<file path="src/rtl/booth_pkg.sv">
package booth_pkg;

  // Per-row selection controls produced by the recoder
  typedef struct packed {
    logic one;   // pick the multiplicand
    logic two;   // pick twice the multiplicand
    logic neg;   // invert the pick; +1 goes to the correction vector
  } booth_ctl_t;

endpackage

</file>
<file path="src/rtl/booth_recoder.sv">
module booth_recoder
  import booth_pkg::*;
(
  input  logic [2:0]  grp,
  output booth_ctl_t  ctl
);

  // grp = {upper, middle, lower} bits of a window
  always_comb begin
    ctl = '0;
    case (grp)
      3'b001, 3'b010: ctl.one = 1'b1;
      3'b011:         ctl.two = 1'b1;
      3'b100: begin
        ctl.two = 1'b1;
        ctl.neg = 1'b1;
      end
      3'b101, 3'b110: begin
        ctl.one = 1'b1;
        ctl.neg = 1'b1;
      end
      default: ctl = '0; // 000 and 111 select zero, never negated
    endcase
  end

endmodule

</file>
<file path="src/rtl/booth_pp_row.sv">
module booth_pp_row
  import booth_pkg::*;
#(
  parameter int WIDTH = 16,
  parameter int PW    = 32,
  parameter int IDX   = 0
) (
  input  logic [2:0]       grp,
  input  logic [WIDTH-1:0] mcand,
  output logic [PW-1:0]    row,
  output logic             neg
);

  localparam int SH = 2 * IDX;

  booth_ctl_t       ctl;
  logic [WIDTH+1:0] y_ext;   // multiplicand with a zero below and above
  logic [WIDTH:0]   pick;    // selected multiple, inverted when negative
  logic [WIDTH+1:0] ext;     // pick plus the inverted sign bit

  booth_recoder u_rec (
    .grp (grp),
    .ctl (ctl)
  );

  assign y_ext = {1'b0, mcand, 1'b0};

  for (genvar j = 0; j <= WIDTH; j++) begin : g_sel
    assign pick[j] = ((ctl.one & y_ext[j+1]) | (ctl.two & y_ext[j])) ^ ctl.neg;
  end

  // The sign run is replaced by ~sign here; the remaining -2^(WIDTH+1)
  // of every row is merged into one constant at the top level.
  assign ext = {~ctl.neg, pick};
  assign neg = ctl.neg;

  if (SH < PW) begin : g_place
    assign row = PW'(ext) << SH;
  end else begin : g_drop
    assign row = '0;
  end

endmodule

</file>
<file path="src/rtl/booth_csa_sum.sv">
module booth_csa_sum #(
  parameter int OPS = 11,
  parameter int W   = 32
) (
  input  logic [OPS-1:0][W-1:0] ops,
  output logic [W-1:0]          total
);

  logic [W-1:0] s_acc;
  logic [W-1:0] c_acc;
  logic [W-1:0] s_old;

  // Linear chain of 3:2 compressors keeping a redundant sum/carry pair
  always_comb begin
    s_acc = '0;
    c_acc = '0;
    s_old = '0;
    for (int k = 0; k < OPS; k++) begin
      s_old = s_acc;
      s_acc = s_old ^ c_acc ^ ops[k];
      c_acc = ((s_old & c_acc) | (s_old & ops[k]) | (c_acc & ops[k])) << 1;
    end
  end

  // Single carry-propagate stage
  assign total = s_acc + c_acc;

endmodule

</file>
<file path="src/rtl/booth_mult.sv">
module booth_mult
  import booth_pkg::*;
#(
  parameter int WIDTH = 16
) (
  input  logic                 clk,
  input  logic                 rst,
  input  logic                 in_valid,
  input  logic [WIDTH-1:0]     in_x,
  input  logic [WIDTH-1:0]     in_y,
  output logic                 out_valid,
  output logic [2*WIDTH-1:0]   out_p
);

  localparam int PW   = 2 * WIDTH;
  localparam int ROWS = (WIDTH + 3) / 2;
  localparam int XW   = 2 * ROWS + 1;
  localparam int OPS  = ROWS + 2;

  // Sum of every row's -2^(WIDTH+1) offset, taken modulo 2^PW
  function automatic logic [PW-1:0] sign_const();
    logic [PW-1:0] k;
    k = '0;
    for (int i = 0; i < ROWS; i++) begin
      if (WIDTH + 1 + 2 * i < PW) k = k - (PW'(1) << (WIDTH + 1 + 2 * i));
    end
    return k;
  endfunction

  localparam logic [PW-1:0] SIGN_K = sign_const();

  logic [XW-1:0]          x_ext;
  logic [OPS-1:0][PW-1:0] ops;
  logic [ROWS-1:0]        negs;
  logic [PW-1:0]          corr;
  logic [PW-1:0]          prod;

  // zero below bit 0, zero padding above the top bit
  assign x_ext = XW'({in_x, 1'b0});

  for (genvar i = 0; i < ROWS; i++) begin : g_row
    booth_pp_row #(
      .WIDTH (WIDTH),
      .PW    (PW),
      .IDX   (i)
    ) u_row (
      .grp   (x_ext[2*i+2:2*i]),
      .mcand (in_y),
      .row   (ops[i]),
      .neg   (negs[i])
    );
  end

  // +1 of each negated row, placed at that row's least significant column
  for (genvar b = 0; b < PW; b++) begin : g_corr
    if ((b % 2 == 0) && (b / 2 < ROWS)) begin : g_hit
      assign corr[b] = negs[b/2];
    end else begin : g_zero
      assign corr[b] = 1'b0;
    end
  end

  assign ops[ROWS]   = corr;
  assign ops[ROWS+1] = SIGN_K;

  booth_csa_sum #(
    .OPS (OPS),
    .W   (PW)
  ) u_sum (
    .ops   (ops),
    .total (prod)
  );

  always_ff @(posedge clk) begin
    if (rst) begin
      out_valid <= 1'b0;
      out_p     <= '0;
    end else begin
      out_valid <= in_valid;
      if (in_valid) out_p <= prod;
    end
  end

endmodule

</file>
<file path="config.mk">
export PLATFORM = sky130hd
export DESIGN_NAME = booth_mult
export DESIGN_NICKNAME = d
export VERILOG_FILES = /design/src/rtl/booth_pkg.sv /design/src/rtl/booth_recoder.sv /design/src/rtl/booth_pp_row.sv /design/src/rtl/booth_csa_sum.sv /design/src/rtl/booth_mult.sv
export SDC_FILE = /design/constraint.sdc
export NUM_CORES = 1
export LEC_CHECK = 0
export ABC_AREA = 1
export BUFFER_PORTS_ARGS = -buffer_cell sky130_fd_sc_hd__buf_2
export CORE_UTILIZATION = 50
export DETAILED_ROUTE_END_ITERATION = 10
export PLACE_DENSITY = 0.68
export SLEW_MARGIN = 15
export SYNTH_ARGS = -nofsm -noshare
export SYNTH_HDL_FRONTEND = slang
export SYNTH_SLANG_ARGS = --single-unit
</file>
<file path="constraint.sdc">
create_clock -name clk -period 8.8 [get_ports clk]
set_input_delay 1.76 -clock clk [delete_from_list [all_inputs] [get_ports clk]]
set_output_delay 1.76 -clock clk [all_outputs]
set_load 0.005 [all_outputs]
</file>
==> results_dict.tcl, run 1 <==
set metrics [dict create \
    drc 0 \
    postRouteWirelength_microns 25200 \
    finalSetupViolations 0 \
    cap_violations 0 \
    drt-initial-drc-count 506 \
    status "finished clean" \
    rsz0062_at_grt "no" \
    cts.clk_slew.worst_paths_ps 60 \
    ant_nets 0 \
    min_period_over_period_pct 94.3 \
    gp_congestion 0.947 \
    fin_nets 1680 \
    layout_min_cycle_time_ps 8300 \
    holdWs_ps 501 \
    antenna_found_initial 0 \
    die_area_sq_um 20300 \
    rows 50 \
    synth_ff_type "dfxtp_1" \
    first_global_vias 8215 \
    chipHeight_microns 142 \
    slew_headroom_pct 49.3 \
    slowest_stage "fa_1" \
    dr.pass1.iters 5 \
    clock_path_buffers 2 \
    yosys.area.top_type "fa_1" \
    yosysWarnings 0 \
    mappedNetlistNets 1629 \
    stdcell_count 1676 \
    fin_skew_ps 0 \
    cpMostUsedCell "fa_1" \
    min_path_cells 2 \
    whs_endpoint "out_p[3]" \
    crit_path_end_kind "flip-flop" \
    ys_top_cells_by_count "inv_1 (305), nand2_1 (222), xor2_1 (143)" \
    diodes 0 \
    portBuffers 67 \
    start_util_pct 51.8 \
    startpoint_type "primary input" \
    synth_cell_types 35 \
    die_width_microns 142 \
    reg2reg_slack_ps 8090 \
    postCtsHoldBufs 0 \
    r2r-start "out_p[4]" \
    grt_start_max_net_pins 46 \
    syn_area_sq_um 9850 \
    critPathKind "primary input to flip-flop" \
    drive_above_1_share_pct 9.25 \
    fmax_ghz 0.121 \
    vias_per_cell 5.15 \
    synth_edf_count 0 \
    synthCells 1364 \
    ios 68 \
    core_sq_um 19000 \
    worst-slew-pin-transition_ps 760 \
    r2r_cells 4 \
    worst_ep_arrival_time_ps 8480 \
    syn2layout_area_growth_pct 8.03 \
    finalMaxSlewViolations 0 \
    syn-mean-instance-area_sq_um 7.22 \
    yosysSeqAreaShare_pct 6.70 \
    required_ps 8990 \
    clkLatencyLatePin_ps 290 \
    hold_class "flip-flop to flip-flop" \
    synth_top_cells_by_area "fa_1 (22%), ha_1 (15%), xor2_1 (13%)" \
    grt_pass1_wl_microns 42200 \
    cts_resized 0 \
    synth_top_area_share_pct 21.9 \
    async_flop_share_pct 0 \
    gr-total-overflow 0 \
    r2r-end "out_p[4]" \
    cts-root-buf "clkbuf_16" \
    cts_setup_buffers 0 \
    final_hold_viol_count 0 \
    cts_max_level 2 \
    crit_fanout 16 \
    numCtsBuffers 5 \
    dpl.hpwl_microns 21700 \
    slowest_delay_ps 530 \
    holdCritStartpoint "out_p[3]" \
    place_inst 1668 \
    avgRoutedWirePerCell_microns 15.0 \
    cts_tree "done" \
    ys_seq_elements 33 \
    grtUsageTotal_pct 26.4 \
    cts_sinks 33 \
    setup_tns_ps 0 \
    vias 8634 \
    synthMostInstantiatedCell "inv_1" \
]
## area by class of cell
type / count / area, sq um
fillers: 1955 / 8370
multi-input cells: 966 / 7750
inverters: 313 / 1170
flip-flops and latches: 33 / 661
repair buffers: 96 / 553
well taps: 260 / 325
clock buffers: 6 / 139
clock inverters: 2 / 37.5
## flip-flops by register name, indices dropped and copies added, names as in the netlist
name	count
out_p	32
out_valid	1
## worst max-delay path: cells and delay by family
family / cells / cell delay (ps)
buffers and inverters: 7 / 460
AOI/OAI and AO/OA: 3 / 810
and+or+nand+nor: 8 / 720
xor gates and xnor gates: 1 / 170
adders and majority gates: 11 / 4530
## worst max path at each step
stage             from  cells past startpoint  slack, ps        end
3_5_place_dp   in_x[3]                     28        140  out_p[26]
5_1_grt        in_x[3]                     30        150  out_p[31]
4_1_cts        in_x[3]                     27        390  out_p[29]
6_report       in_x[3]                     30        500  out_p[27]
2_1_floorplan  in_x[1]                     30        770  out_p[15]
3_3_place_gp   in_x[3]                     28        120  out_p[19]
## cells in the final DEF, fill, tap and decap left out, types with 33 or more instances in the layout
cell type    n
inv_1      305
nand2_1    222
ha_1       122
dfxtp_1     33
nor2_1     114
xor2_1     143
fa_1       108
nand3_1     44
buf_2       67
o22ai_1    120
## through the flow
| stage | worst slack, ps | cell area (sq um) | utilization, % |
|---|---|---|---|
| after global routing | 150 | 10600 | 56.0 |
| final | 503 | 10600 | 56.0 |
| after CTS | 391 | 10600 | 55.9 |
| after detailed placement | 140 | 10500 | 55.0 |
| after floorplan | 772 | 9850 | - |
| after global placement | 120 | 10500 | 55.0 |
## kinds of logic after synthesis
kind of cell / share of synthesized area, %
buffers and inverters: 14.7
flip-flops: 6.70
adder cells (fa/ha/maj): 37.4
XOR/XNOR: 13.1
AO/OA/AOI/OAI: 10.7
AND/OR/NAND/NOR: 17.4
## metal layers
metal  wire [microns]  track usage (%)
met3             1070             2.66
met4              186             3.34
met2            12100             44.3
met5                0                0
met1            11800             37.4
Power of run 1 is left out: the tool's default activity adds up to more than one toggle a clock period on the data nets, which glitch-free logic cannot reach.
==> run 2, diff against run 1 <==
PLACE_DENSITY = 0.67   (was 0.68)
SYNTH_HIERARCHICAL = 1   (was default)
==> results_dict.tcl, run 2 <==
set metrics [dict create \
    antenna_found_initial 0 \
    synth_edf_count 0 \
    synth_adder_area_share_pct 39.1 \
    largest_reg_flops 32 \
    final_common_cell "nand2_1" \
    ys_seq_elements 33 \
    slowest_stage "fa_2" \
    muxShareOfSynthArea_pct 0 \
    worst-slew-pin-transition_ps 1070 \
    diodes 0 \
    required_ps 8960 \
    yosys.area.top_type "fa_1" \
    final_hold_viol_count 0 \
    ant_nets 0 \
    min_period_over_period_pct 98.5 \
    gp_congestion 0.893 \
    start_util_pct 50.9 \
    slew_headroom_pct 28.7 \
    clock_path_buffers 2 \
    path_buf_inv 7 \
    dpl.hpwl_microns 30800 \
    grtUsageTotal_pct 22.5 \
    cts_max_level 2 \
    drt-initial-drc-count 609 \
    dr.pass1.iters 7 \
    synth_top_cells_by_area "fa_1 (34%), nand2_1 (19%), inv_1 (7.5%)" \
    synth_top_area_share_pct 33.7 \
    synth_cell_types 38 \
    postRouteWirelength_microns 36400 \
    status "finished clean" \
    cpMostUsedCell "fa_2" \
    die_area_sq_um 32900 \
    critPathKind "primary input to flip-flop" \
    fin_skew_ps 0 \
    chipHeight_microns 181 \
    n_fill_cell 3103 \
    cts_sinks 33 \
    worst_ep_arrival_time_ps 8830 \
    yosysSeqAreaShare_pct 4.10 \
    crit_fanout 11 \
    critical_path.top_delay_family "adder cells" \
    numCtsBuffers 5 \
    cap_violations 0 \
    ios 68 \
    core_sq_um 31600 \
    yosysWarnings 6 \
    finalMaxSlewViolations 0 \
    die_width_microns 181 \
    drc 0 \
    portBuffers 67 \
    fmax_ghz 0.115 \
    ys_top_cells_by_count "nand2_1 (834), inv_1 (321), fa_1 (271)" \
    synth-simple-area-share_pct 33.0 \
    cts.clk_slew.worst_paths_ps 50 \
    syn2layout_area_growth_pct 9.76 \
    grt_start_max_net_pins 66 \
    cts_tree "done" \
    rsz0062_at_grt "yes" \
    largest_registers "out_p x32, out_valid x1" \
    syn-mean-instance-area_sq_um 7.04 \
    syn_area_sq_um 16100 \
    rows 65 \
    avgRoutedWirePerCell_microns 12.7 \
    layout_common_cells "nand2_1 (809), inv_1 (311), fa_1 (256)" \
    post-route-util_pct 55.9 \
    synthMostInstantiatedCell "nand2_1" \
    gr-total-overflow 0 \
    fin_nets 2851 \
    layout_min_cycle_time_ps 8670 \
    slowest_delay_ps 620 \
    first_global_vias 13700 \
    vias_per_cell 4.78 \
    synth_ff_type "dfxtp_1" \
    postCtsHoldBufs 0 \
    hold_class "flip-flop to flip-flop" \
    startpoint_type "primary input" \
    vias 13800 \
    drive_above_1_share_pct 18.2 \
    synthCells 2287 \
    holdWs_ps 458 \
    clkLatencyLatePin_ps 270 \
    synthXorXnorAreaFrac_pct 2.39 \
    finalSetupViolations 0 \
    synth_compound_area_share_pct 2.31 \
    grt_pass1_wl_microns 61900 \
    async_flop_share_pct 0 \
    cts-root-buf "clkbuf_16" \
    crit_path_end_kind "flip-flop" \
    top_register "out_p" \
    stdcell_count 2878 \
    synth_top_family_by_area "adder cells" \
    place_inst 2854 \
]
## run 2: path summary, 6_finish.rpt
kind,startpoint,slack [ps],end,cells after the start
setup / recovery,in_x[0],130,out_p[22],32
hold / removal,out_p[22],460,out_p[22],2
setup reg to reg,out_p[20],8200,out_p[20],2
hold reg to reg,out_p[22],460,out_p[22],2
## run 2: metrics by stage
stage	TNS [ps]	setup slack (ps)	cell area [sq um]
after global placement	-2030	-238	16800
final	0	131	17700
after detailed placement	-2220	-237	16800
after global routing	-475	-84.6	17700
after floorplan	0	413	16800
after CTS	0	32.1	16900
## run 2: cells by family after synthesis
| family | count (synthesis) |
|---|---|
| xor gates and xnor gates | 44 |
| DFF | 33 |
| and+or+nand+nor | 1267 |
| other | 11 |
| adders and majority gates | 341 |
| AOI/OAI and AO/OA | 61 |
| buffers and inverters | 530 |
## run 2: worst min-delay path, stage by stage, from the launching register on
cell	delay (ps)
dfxtp_1	320
nor2_1	40
nor2_1	60
## run 2: what timing repair did
item / CTS / global route
setup buffers: 0 / 14
resized for setup: 0 / 159
endpoints found under the setup margin: 0 / 21
## run 2: routing by layer
layer	global-route usage (%)	share of wire, %	vias up	wire length [microns]
met5	0	0	-	0
met4	5.83	2.0	0	722
met3	0.943	2.9	57	1060
met2	40.2	50	252	18100
met1	30.0	45	6548	16500
li1	-	-	6899	-
## run 2: layout make-up
class                           count  area, sq um  share of cell area [%]
Clock inverter                      3         17.5                  0.0991
Clock buffer                        5          125                   0.708
Inverter                          330         1260                    7.12
Sequential cell                    33          661                    3.74
Timing Repair Buffer              199         1430                    8.10
Tap cell                          402          503                    2.84
Multi-Input combinational cell   1906        13700                    77.4
Power of run 2 is left out for the same reason.
